File: config.mk
export PLATFORM = sky130hd
export DESIGN_NAME = status_pin_mux
export DESIGN_NICKNAME = d
export VERILOG_FILES = /design/src/rtl/spm_pkg.sv /design/src/rtl/spm_lock_mon.sv /design/src/rtl/spm_mode_decode.sv /design/src/rtl/spm_pin_stage.sv /design/src/rtl/status_pin_mux.sv
export SDC_FILE = /design/constraint.sdc
export NUM_CORES = 1
export LEC_CHECK = 0
export ABC_AREA = 0
export CAP_MARGIN = 20
export CORE_MARGIN = 4
export CORE_UTILIZATION = 45
export CTS_CLUSTER_DIAMETER = 30
export CTS_CLUSTER_SIZE = 10
export DETAILED_ROUTE_END_ITERATION = 16
export MAX_ROUTING_LAYER = met4
export PLACE_DENSITY = 0.77
export SETUP_SLACK_MARGIN = 0.3
export SYNTH_ARGS = -nofsm -noshare
export SYNTH_HDL_FRONTEND = slang
export SYNTH_SLANG_ARGS = --single-unit
File: constraint.sdc
create_clock -name clk -period 3.81 [get_ports clk]
set_input_delay 0.762 -clock clk [delete_from_list [all_inputs] [get_ports clk]]
set_output_delay 0.762 -clock clk [all_outputs]
set_load 0.005 [all_outputs]
File: src/rtl/spm_pkg.sv
package spm_pkg;
  localparam int NUM_LOOPS = 2;

  typedef enum logic [3:0] {
    SRC_OFF,
    SRC_LK1,
    SRC_LK2,
    SRC_LKB,
    SRC_REF1,
    SRC_REF2,
    SRC_FB1,
    SRC_FB2,
    SRC_FAST,
    SRC_CRST,
    SRC_RSVD
  } src_e;
endpackage

File: src/rtl/spm_lock_mon.sv
module spm_lock_mon #(
  parameter int MAX_W    = 3,
  parameter int LOCK_CNT = 4
) (
  input  logic clk,
  input  logic rst,
  input  logic up,
  input  logic dn,
  input  logic ref_tick,
  output logic locked,
  output logic lock_lvl
);
  localparam int RW = $clog2(MAX_W + 2);
  localparam int GW = $clog2(LOCK_CNT + 1);

  logic [RW-1:0] run_q;
  logic [GW-1:0] good_q;
  logic          bad_q;
  logic          lock_q;
  logic          active;
  logic          too_wide;

  assign active   = up | dn;
  // current run length is run_q+1; it is too long when above MAX_W
  assign too_wide = active && (run_q >= RW'(MAX_W));

  always_ff @(posedge clk) begin
    if (rst) begin
      run_q  <= '0;
      good_q <= '0;
      bad_q  <= 1'b0;
      lock_q <= 1'b0;
    end else begin
      if (!active)       run_q <= '0;
      else if (!too_wide) run_q <= run_q + 1'b1;

      if (ref_tick) begin
        bad_q <= 1'b0;
        if (bad_q || too_wide) begin
          good_q <= '0;
          lock_q <= 1'b0;
        end else begin
          if (good_q < GW'(LOCK_CNT)) good_q <= good_q + 1'b1;
          if (good_q >= GW'(LOCK_CNT - 1)) lock_q <= 1'b1;
        end
      end else if (too_wide) begin
        bad_q <= 1'b1;
      end
    end
  end

  assign locked   = lock_q;
  assign lock_lvl = lock_q & ~active;
endmodule

File: src/rtl/spm_mode_decode.sv
module spm_mode_decode
  import spm_pkg::*;
(
  input  logic [3:0] mode_sel,
  output src_e       src
);
  logic lk1, lk2, pr1, pr2;
  assign {lk1, lk2, pr1, pr2} = mode_sel;

  always_comb begin
    unique case ({pr1, pr2})
      2'b00: begin
        unique case ({lk1, lk2})
          2'b00:   src = SRC_OFF;
          2'b01:   src = SRC_LK2;
          2'b10:   src = SRC_LK1;
          default: src = SRC_LKB;
        endcase
      end
      2'b01:   src = lk2 ? SRC_FB2 : SRC_REF2;
      2'b10:   src = lk2 ? SRC_FB1 : SRC_REF1;
      default: begin
        unique case ({lk1, lk2})
          2'b00:   src = SRC_FAST;
          2'b11:   src = SRC_CRST;
          default: src = SRC_RSVD;
        endcase
      end
    endcase
  end
endmodule

File: src/rtl/spm_pin_stage.sv
module spm_pin_stage
  import spm_pkg::*;
(
  input  logic                 clk,
  input  logic                 rst,
  input  src_e                 src,
  input  logic [NUM_LOOPS-1:0] lock_lvl,
  input  logic [NUM_LOOPS-1:0] ref_tick,
  input  logic [NUM_LOOPS-1:0] fb_tick,
  input  logic                 fastlock_hi,
  output logic                 pin_q,
  output logic                 oe_q,
  output logic                 crst_q
);
  logic pin_d, oe_d, crst_d;

  always_comb begin
    pin_d  = 1'b0;
    oe_d   = 1'b1;
    crst_d = 1'b0;
    unique case (src)
      SRC_LK1:  pin_d = lock_lvl[0];
      SRC_LK2:  pin_d = lock_lvl[1];
      SRC_LKB:  pin_d = &lock_lvl;
      SRC_REF1: pin_d = ref_tick[0];
      SRC_REF2: pin_d = ref_tick[1];
      SRC_FB1:  pin_d = fb_tick[0];
      SRC_FB2:  pin_d = fb_tick[1];
      SRC_FAST: oe_d  = fastlock_hi;
      SRC_CRST: crst_d = 1'b1;
      default:  pin_d = 1'b0;
    endcase
  end

  always_ff @(posedge clk) begin
    if (rst) begin
      pin_q  <= 1'b0;
      oe_q   <= 1'b0;
      crst_q <= 1'b0;
    end else begin
      pin_q  <= pin_d;
      oe_q   <= oe_d;
      crst_q <= crst_d;
    end
  end
endmodule

File: src/rtl/status_pin_mux.sv
module status_pin_mux
  import spm_pkg::*;
#(
  parameter int MAX_W    = 3,
  parameter int LOCK_CNT = 4
) (
  input  logic                 clk,
  input  logic                 rst,
  input  logic [3:0]           mode_sel,
  input  logic                 fastlock_hi,
  input  logic [NUM_LOOPS-1:0] pd_up,
  input  logic [NUM_LOOPS-1:0] pd_dn,
  input  logic [NUM_LOOPS-1:0] ref_tick,
  input  logic [NUM_LOOPS-1:0] fb_tick,
  output logic                 stat_pin,
  output logic                 stat_oe,
  output logic                 cnt_reset
);
  logic [NUM_LOOPS-1:0] lock_q;
  logic [NUM_LOOPS-1:0] lock_lvl;
  src_e                 src;

  for (genvar g = 0; g < NUM_LOOPS; g++) begin : g_loop
    spm_lock_mon #(.MAX_W(MAX_W), .LOCK_CNT(LOCK_CNT)) mon_i (
      .clk      (clk),
      .rst      (rst),
      .up       (pd_up[g]),
      .dn       (pd_dn[g]),
      .ref_tick (ref_tick[g]),
      .locked   (lock_q[g]),
      .lock_lvl (lock_lvl[g])
    );
  end

  spm_mode_decode dec_i (
    .mode_sel (mode_sel),
    .src      (src)
  );

  spm_pin_stage stage_i (
    .clk         (clk),
    .rst         (rst),
    .src         (src),
    .lock_lvl    (lock_lvl),
    .ref_tick    (ref_tick),
    .fb_tick     (fb_tick),
    .fastlock_hi (fastlock_hi),
    .pin_q       (stat_pin),
    .oe_q        (stat_oe),
    .crst_q      (cnt_reset)
  );
endmodule

==> report_table.html <==
<table>
<tr><th>Metric</th><th>Value</th></tr>
<tr><th colspan="2">Status</th></tr>
<tr><td>Status</td><td>finished, final reports clean</td></tr>
<tr><th colspan="2">Global route</th></tr>
<tr><td>Number of global-route vias before repair</td><td>857</td></tr>
<tr><td>Remaining global-route overflow</td><td>0</td></tr>
<tr><td>First-pass GRT wire length</td><td>around 3400 um</td></tr>
<tr><td>Total routing usage reported by global routing</td><td>0.135</td></tr>
<tr><td>Antenna violations before repair</td><td>0</td></tr>
<tr><td>Largest net degree at the start of global routing</td><td>15</td></tr>
<tr><th colspan="2">Floorplanning</th></tr>
<tr><td>Number of core rows</td><td>17</td></tr>
<tr><td>Die width</td><td>approximately 57 um</td></tr>
<tr><td>Initial Utilization</td><td>0.479</td></tr>
<tr><td>Die footprint</td><td>0.00325 mm^2</td></tr>
<tr><td>Die outline height</td><td>between 50 and 60 um</td></tr>
<tr><td>IO Count</td><td>18</td></tr>
<tr><td>Area of the placeable core</td><td>0.00225 mm^2</td></tr>
<tr><th colspan="2">Placed design</th></tr>
<tr><td>Placed Area</td><td>0.00128 mm^2</td></tr>
<tr><td>Pre-CTS worst setup slack</td><td>about 1.1 ns</td></tr>
<tr><td>Total placed cells including tap cells</td><td>159</td></tr>
<tr><td>Sum of net half-perimeters after detailed placement</td><td>~1500 um</td></tr>
<tr><td>Routability congestion estimate from global placement</td><td>0.712</td></tr>
<tr><td>I/O Buffers</td><td>17</td></tr>
<tr><th colspan="2">Clock network</th></tr>
<tr><td>Clock-pin transition on the worst setup and hold timing paths</td><td>between 0.1 and 0.15 ns</td></tr>
<tr><td>Hold-fix buffers, CTS</td><td>0</td></tr>
<tr><td>Clock network latency to the later pin of the worst-skew pair</td><td>just under 0.3 ns</td></tr>
<tr><td>CTS tree</td><td>done</td></tr>
<tr><td>Number of buffers inserted by post-CTS setup repair</td><td>0</td></tr>
<tr><td>Clk buf depth</td><td>2</td></tr>
<tr><td>Total clock buffers created by CTS</td><td>3</td></tr>
<tr><td>Count of clock tree sinks</td><td>19</td></tr>
<tr><td>H-tree depth reported by CTS</td><td>1</td></tr>
<tr><td># resized after CTS</td><td>0</td></tr>
<tr><td>Library cell used as clock root buffer</td><td>sky130_fd_sc_hd__clkbuf_4</td></tr>
<tr><th colspan="2">Critical path</th></tr>
<tr><td>Worst path cell trace</td><td>clkdlybuf4s50_1 -&gt; inv_1 -&gt; ha_1 -&gt; o21ai_0 -&gt; o221a_2 -&gt; mux2i_1 -&gt; mux2i_1 -&gt; a22o_1</td></tr>
<tr><td>Critical path endpoint category</td><td>flop</td></tr>
<tr><td>Number of cells on the worst reg-to-reg path</td><td>7</td></tr>
<tr><td>Worst r2r src</td><td>g_loop[0].mon_i.run_q[0]</td></tr>
<tr><td>FF-to-FF End</td><td>g_loop[0].mon_i.good_q[1]</td></tr>
<tr><td>Crit path kind</td><td>input port to flop</td></tr>
<tr><td>Endpoint required time on the critical path</td><td>4.00 ns</td></tr>
<tr><td>Setup slack of the worst register-to-register path</td><td>roughly 2.0 ns</td></tr>
<tr><td>Largest fanout of any net on the critical path</td><td>6</td></tr>
<tr><td>Cell with the largest stage delay on the worst path</td><td>sky130_fd_sc_hd__clkdlybuf4s50_1</td></tr>
<tr><td>CP max stage delay</td><td>0.53 ns</td></tr>
<tr><td>Signal arrival time at the worst endpoint</td><td>about 2.6 ns</td></tr>
<tr><td>Cell repeated most along the worst path</td><td>sky130_fd_sc_hd__mux2i_1</td></tr>
<tr><td>Type of element launching the critical path</td><td>input port</td></tr>
<tr><th colspan="2">STA</th></tr>
<tr><td>Unrepaired setup endpoints after global routing</td><td>no</td></tr>
<tr><td>Max Slew Vio Count</td><td>0</td></tr>
<tr><td>Max Freq</td><td>0.424 GHz</td></tr>
<tr><td>Setup-failing EPs final</td><td>0</td></tr>
<tr><td>Setup slack of the critical path after layout</td><td>about 1.5 ns</td></tr>
<tr><td>Max_slew headroom</td><td>0.671</td></tr>
<tr><td>Sum of negative setup slack</td><td>0 ns</td></tr>
<tr><td>Tcrit/Tclk final</td><td>0.619</td></tr>
<tr><td>Fin. Hold Viols</td><td>0</td></tr>
<tr><td>Post-route minimum period</td><td>2.36 ns</td></tr>
<tr><td>Setup Skew</td><td>around 0.0068 ns</td></tr>
<tr><td>Transition at the pin with the smallest max-transition slack</td><td>between 0.4 and 0.5 ns</td></tr>
<tr><th colspan="2">Route</th></tr>
<tr><td>Detail-routed net length per standard cell</td><td>between 10 and 15 um</td></tr>
<tr><td>Final Routed Wirelength</td><td>1910 um</td></tr>
<tr><td># DRC</td><td>0</td></tr>
<tr><td>Detail-routed via count per cell</td><td>around 5.3</td></tr>
<tr><td>Post-detailed-route count of antenna-violating nets</td><td>0</td></tr>
<tr><td>DR pass1 iterations</td><td>4</td></tr>
<tr><td>Starting DRC count in detailed routing</td><td>15</td></tr>
<tr><td>Detailed-route via count</td><td>864</td></tr>
<tr><th colspan="2">Pwr</th></tr>
<tr><td>Cell internal pwr</td><td>roughly 330 uW</td></tr>
<tr><td>Total power divided by cell area</td><td>364 mW/mm^2</td></tr>
<tr><td>Highest ir drop seen on vdd</td><td>between 0.0002 and 0.0003 V</td></tr>
<tr><td>Comb power frac</td><td>0.278</td></tr>
<tr><td>Net switching power</td><td>144 uW</td></tr>
<tr><td>Proportion of total power due to net switching</td><td>0.302</td></tr>
<tr><td>Leak Pwr</td><td>between 0.0005 and 0.0006 uW</td></tr>
<tr><td>Relative contribution of the clock network to total power</td><td>0.210</td></tr>
<tr><td>Seq pwr share</td><td>0.513</td></tr>
<tr><th colspan="2">Finish</th></tr>
<tr><td>Synthesis-to-layout area growth</td><td>21.2%</td></tr>
<tr><td>Sequential standard cell area</td><td>between 300 and 400 um^2</td></tr>
<tr><td>Filler Cell Count</td><td>~220</td></tr>
<tr><td>Post-Route Utilization</td><td>0.581</td></tr>
<tr><td>Post-route cell area</td><td>between 0.001 and 0.0015 mm^2</td></tr>
<tr><td>Most common library cell in the layout ignoring fill and taps</td><td>sky130_fd_sc_hd__dfxtp_1</td></tr>
<tr><td>Area of the multi-input gates</td><td>663 um^2</td></tr>
<tr><td>Commonest non-fill, non-tap cells in the layout</td><td>19 x sky130_fd_sc_hd__dfxtp_1, 18 x sky130_fd_sc_hd__nor2_1, 17 x sky130_fd_sc_hd__ha_1, 17 x sky130_fd_sc_hd__clkdlybuf4s50_1, 9 x sky130_fd_sc_hd__inv_1</td></tr>
<tr><td>Antenna fix cells</td><td>0</td></tr>
<tr><td>Final instance count without filler cells</td><td>approximately 160</td></tr>
<tr><td>Final #Nets</td><td>approximately 170</td></tr>
<tr><td>Share of final-layout standard cells stronger than drive strength 1</td><td>0.0741</td></tr>
<tr><th colspan="2">Flow run</th></tr>
<tr><td>Max capacitance violation total</td><td>0</td></tr>
<tr><th colspan="2">Logic synthesis</th></tr>
<tr><td>Post-synth EDFFs</td><td>0</td></tr>
<tr><td>Mapped Area</td><td>0.00108 mm^2</td></tr>
<tr><td>Number of flip-flops and latches in the synthesized netlist</td><td>19</td></tr>
<tr><td>Sequential fraction of the synthesis area</td><td>0.352</td></tr>
<tr><td>Number of distinct library cells after synthesis</td><td>27</td></tr>
<tr><td>Synth async-reset ratio</td><td>0</td></tr>
<tr><td>Post-synth net total</td><td>approximately 150</td></tr>
<tr><td>Gate Count Post-Synth</td><td>about 120</td></tr>
<tr><td>Avg Synthesized Cell Area</td><td>between 9 and 10 um^2</td></tr>
<tr><td>Synth warnings</td><td>0</td></tr>
<tr><td>Most frequently used flop master after synthesis</td><td>sky130_fd_sc_hd__dfxtp_1</td></tr>
<tr><th colspan="2">Min path</th></tr>
<tr><td>Path class of the lowest-slack min-delay path</td><td>flop to flop</td></tr>
<tr><td>Critical hold path startpoint</td><td>g_loop[0].mon_i.run_q[1]</td></tr>
<tr><td>End of the worst hold path</td><td>g_loop[0].mon_i.run_q[0]</td></tr>
<tr><td>Number of cells on the worst hold path</td><td>2</td></tr>
</table>
[power by group through the flow]
| stage | combinational (uW) | clock, uW | sequential [uW] |
|---|---|---|---|
| global route | 151 | 116 | 248 |
| floorplan | 92.8 | 0 | 244 |
| finish | 132 | 99.8 | 244 |
| CTS | 134 | 104 | 244 |
| global placement | 125 | 0 | 247 |
| detailed placement | 133 | 0 | 249 |
[logic make-up after synthesis]
| kind of cell | after synthesis | share of synthesized area |
|---|---|---|
| flip-flops | 19 | 0.352 |
| multiplexers | 6 | 0.0556 |
| buffers and inverters | 10 | 0.0347 |
| AND/OR/NAND/NOR | 33 | 0.159 |
| AO/OA/AOI/OAI | 30 | 0.203 |
| adder cells (fa/ha/maj) | 17 | 0.197 |
[cell usage after synthesis (2+ instances only)]
cell type | count | area [um^2]
sky130_fd_sc_hd__inv_1 | 9 | 33.8
sky130_fd_sc_hd__nor2_1 | 18 | 67.6
sky130_fd_sc_hd__mux2i_1 | 6 | 60.1
sky130_fd_sc_hd__o21bai_1 | 2 | 15.0
sky130_fd_sc_hd__ha_1 | 17 | 213
sky130_fd_sc_hd__o21a_1 | 2 | 15.0
sky130_fd_sc_hd__o221a_2 | 3 | 33.8
sky130_fd_sc_hd__dfxtp_1 | 19 | 380
sky130_fd_sc_hd__a31oi_1 | 2 | 12.5
sky130_fd_sc_hd__nor3b_1 | 5 | 37.5
sky130_fd_sc_hd__a21boi_0 | 2 | 15.0
sky130_fd_sc_hd__a211o_1 | 2 | 17.5
sky130_fd_sc_hd__nor2b_1 | 2 | 12.5
sky130_fd_sc_hd__a22oi_1 | 2 | 15.0
sky130_fd_sc_hd__a21oi_1 | 6 | 30.0
sky130_fd_sc_hd__o21ai_0 | 5 | 25.0
sky130_fd_sc_hd__nand2b_1 | 3 | 18.8
[per-stage QoR]
stage          power (uW)  hold slack, ns
6_report              476           0.504
5_1_grt               515           0.539
4_1_cts               483           0.511
3_5_place_dp          382           0.488
3_3_place_gp          372           0.467
2_1_floorplan         337           0.454
[metal layers]
| layer | vias to the layer above | GRT usage | wire length [um] |
|---|---|---|---|
| li1 | 451 | - | - |
| met1 | 397 | 0.147 | 864 |
| met2 | 14 | 0.237 | 940 |
| met3 | 2 | 0.0475 | 93 |
| met4 | 0 | 0.0265 | 12 |
| met5 | - | - | 0 |
[flip-flops by register name, summed over array words and instances (netlist names)]
name and cells:
g_loop.mon_i.bad_q 2, g_loop.mon_i.good_q 6, g_loop.mon_i.locked 2, g_loop.mon_i.run_q 6
stage_i.crst_q 1, stage_i.oe_q 1, stage_i.pin_q 1
[critical path: cells and delay by family]
| kind | cells | cell delay [ns] |
|---|---|---|
| multiplexers | 2 | 0.30 |
| buffers and inverters | 2 | 0.63 |
| adder cells (fa/ha/maj) | 1 | 0.21 |
| AO/OA/AOI/OAI | 3 | 0.66 |
[worst max path at each step]
stage	startpoint	slack (ns)	depth (start not counted)	end
2_1_floorplan	mode_sel[1]	1.84	7	stage_i.pin_q
3_3_place_gp	mode_sel[1]	1.23	8	stage_i.pin_q
3_5_place_dp	mode_sel[1]	1.12	8	stage_i.pin_q
4_1_cts	mode_sel[1]	1.45	8	stage_i.pin_q
5_1_grt	mode_sel[1]	1.28	8	stage_i.pin_q
6_report	mode_sel[1]	1.45	8	stage_i.pin_q
[layout make-up]
cell class                 instances  area share
sequential                        19       0.290
timing repair buffer              17       0.130
inverter                           9      0.0258
multi-input combinational         86       0.506
clock inverter                     1     0.00382
tap                               28      0.0267
clock buffer                       3      0.0172
Note: power is estimated with default switching activity, not from simulation.
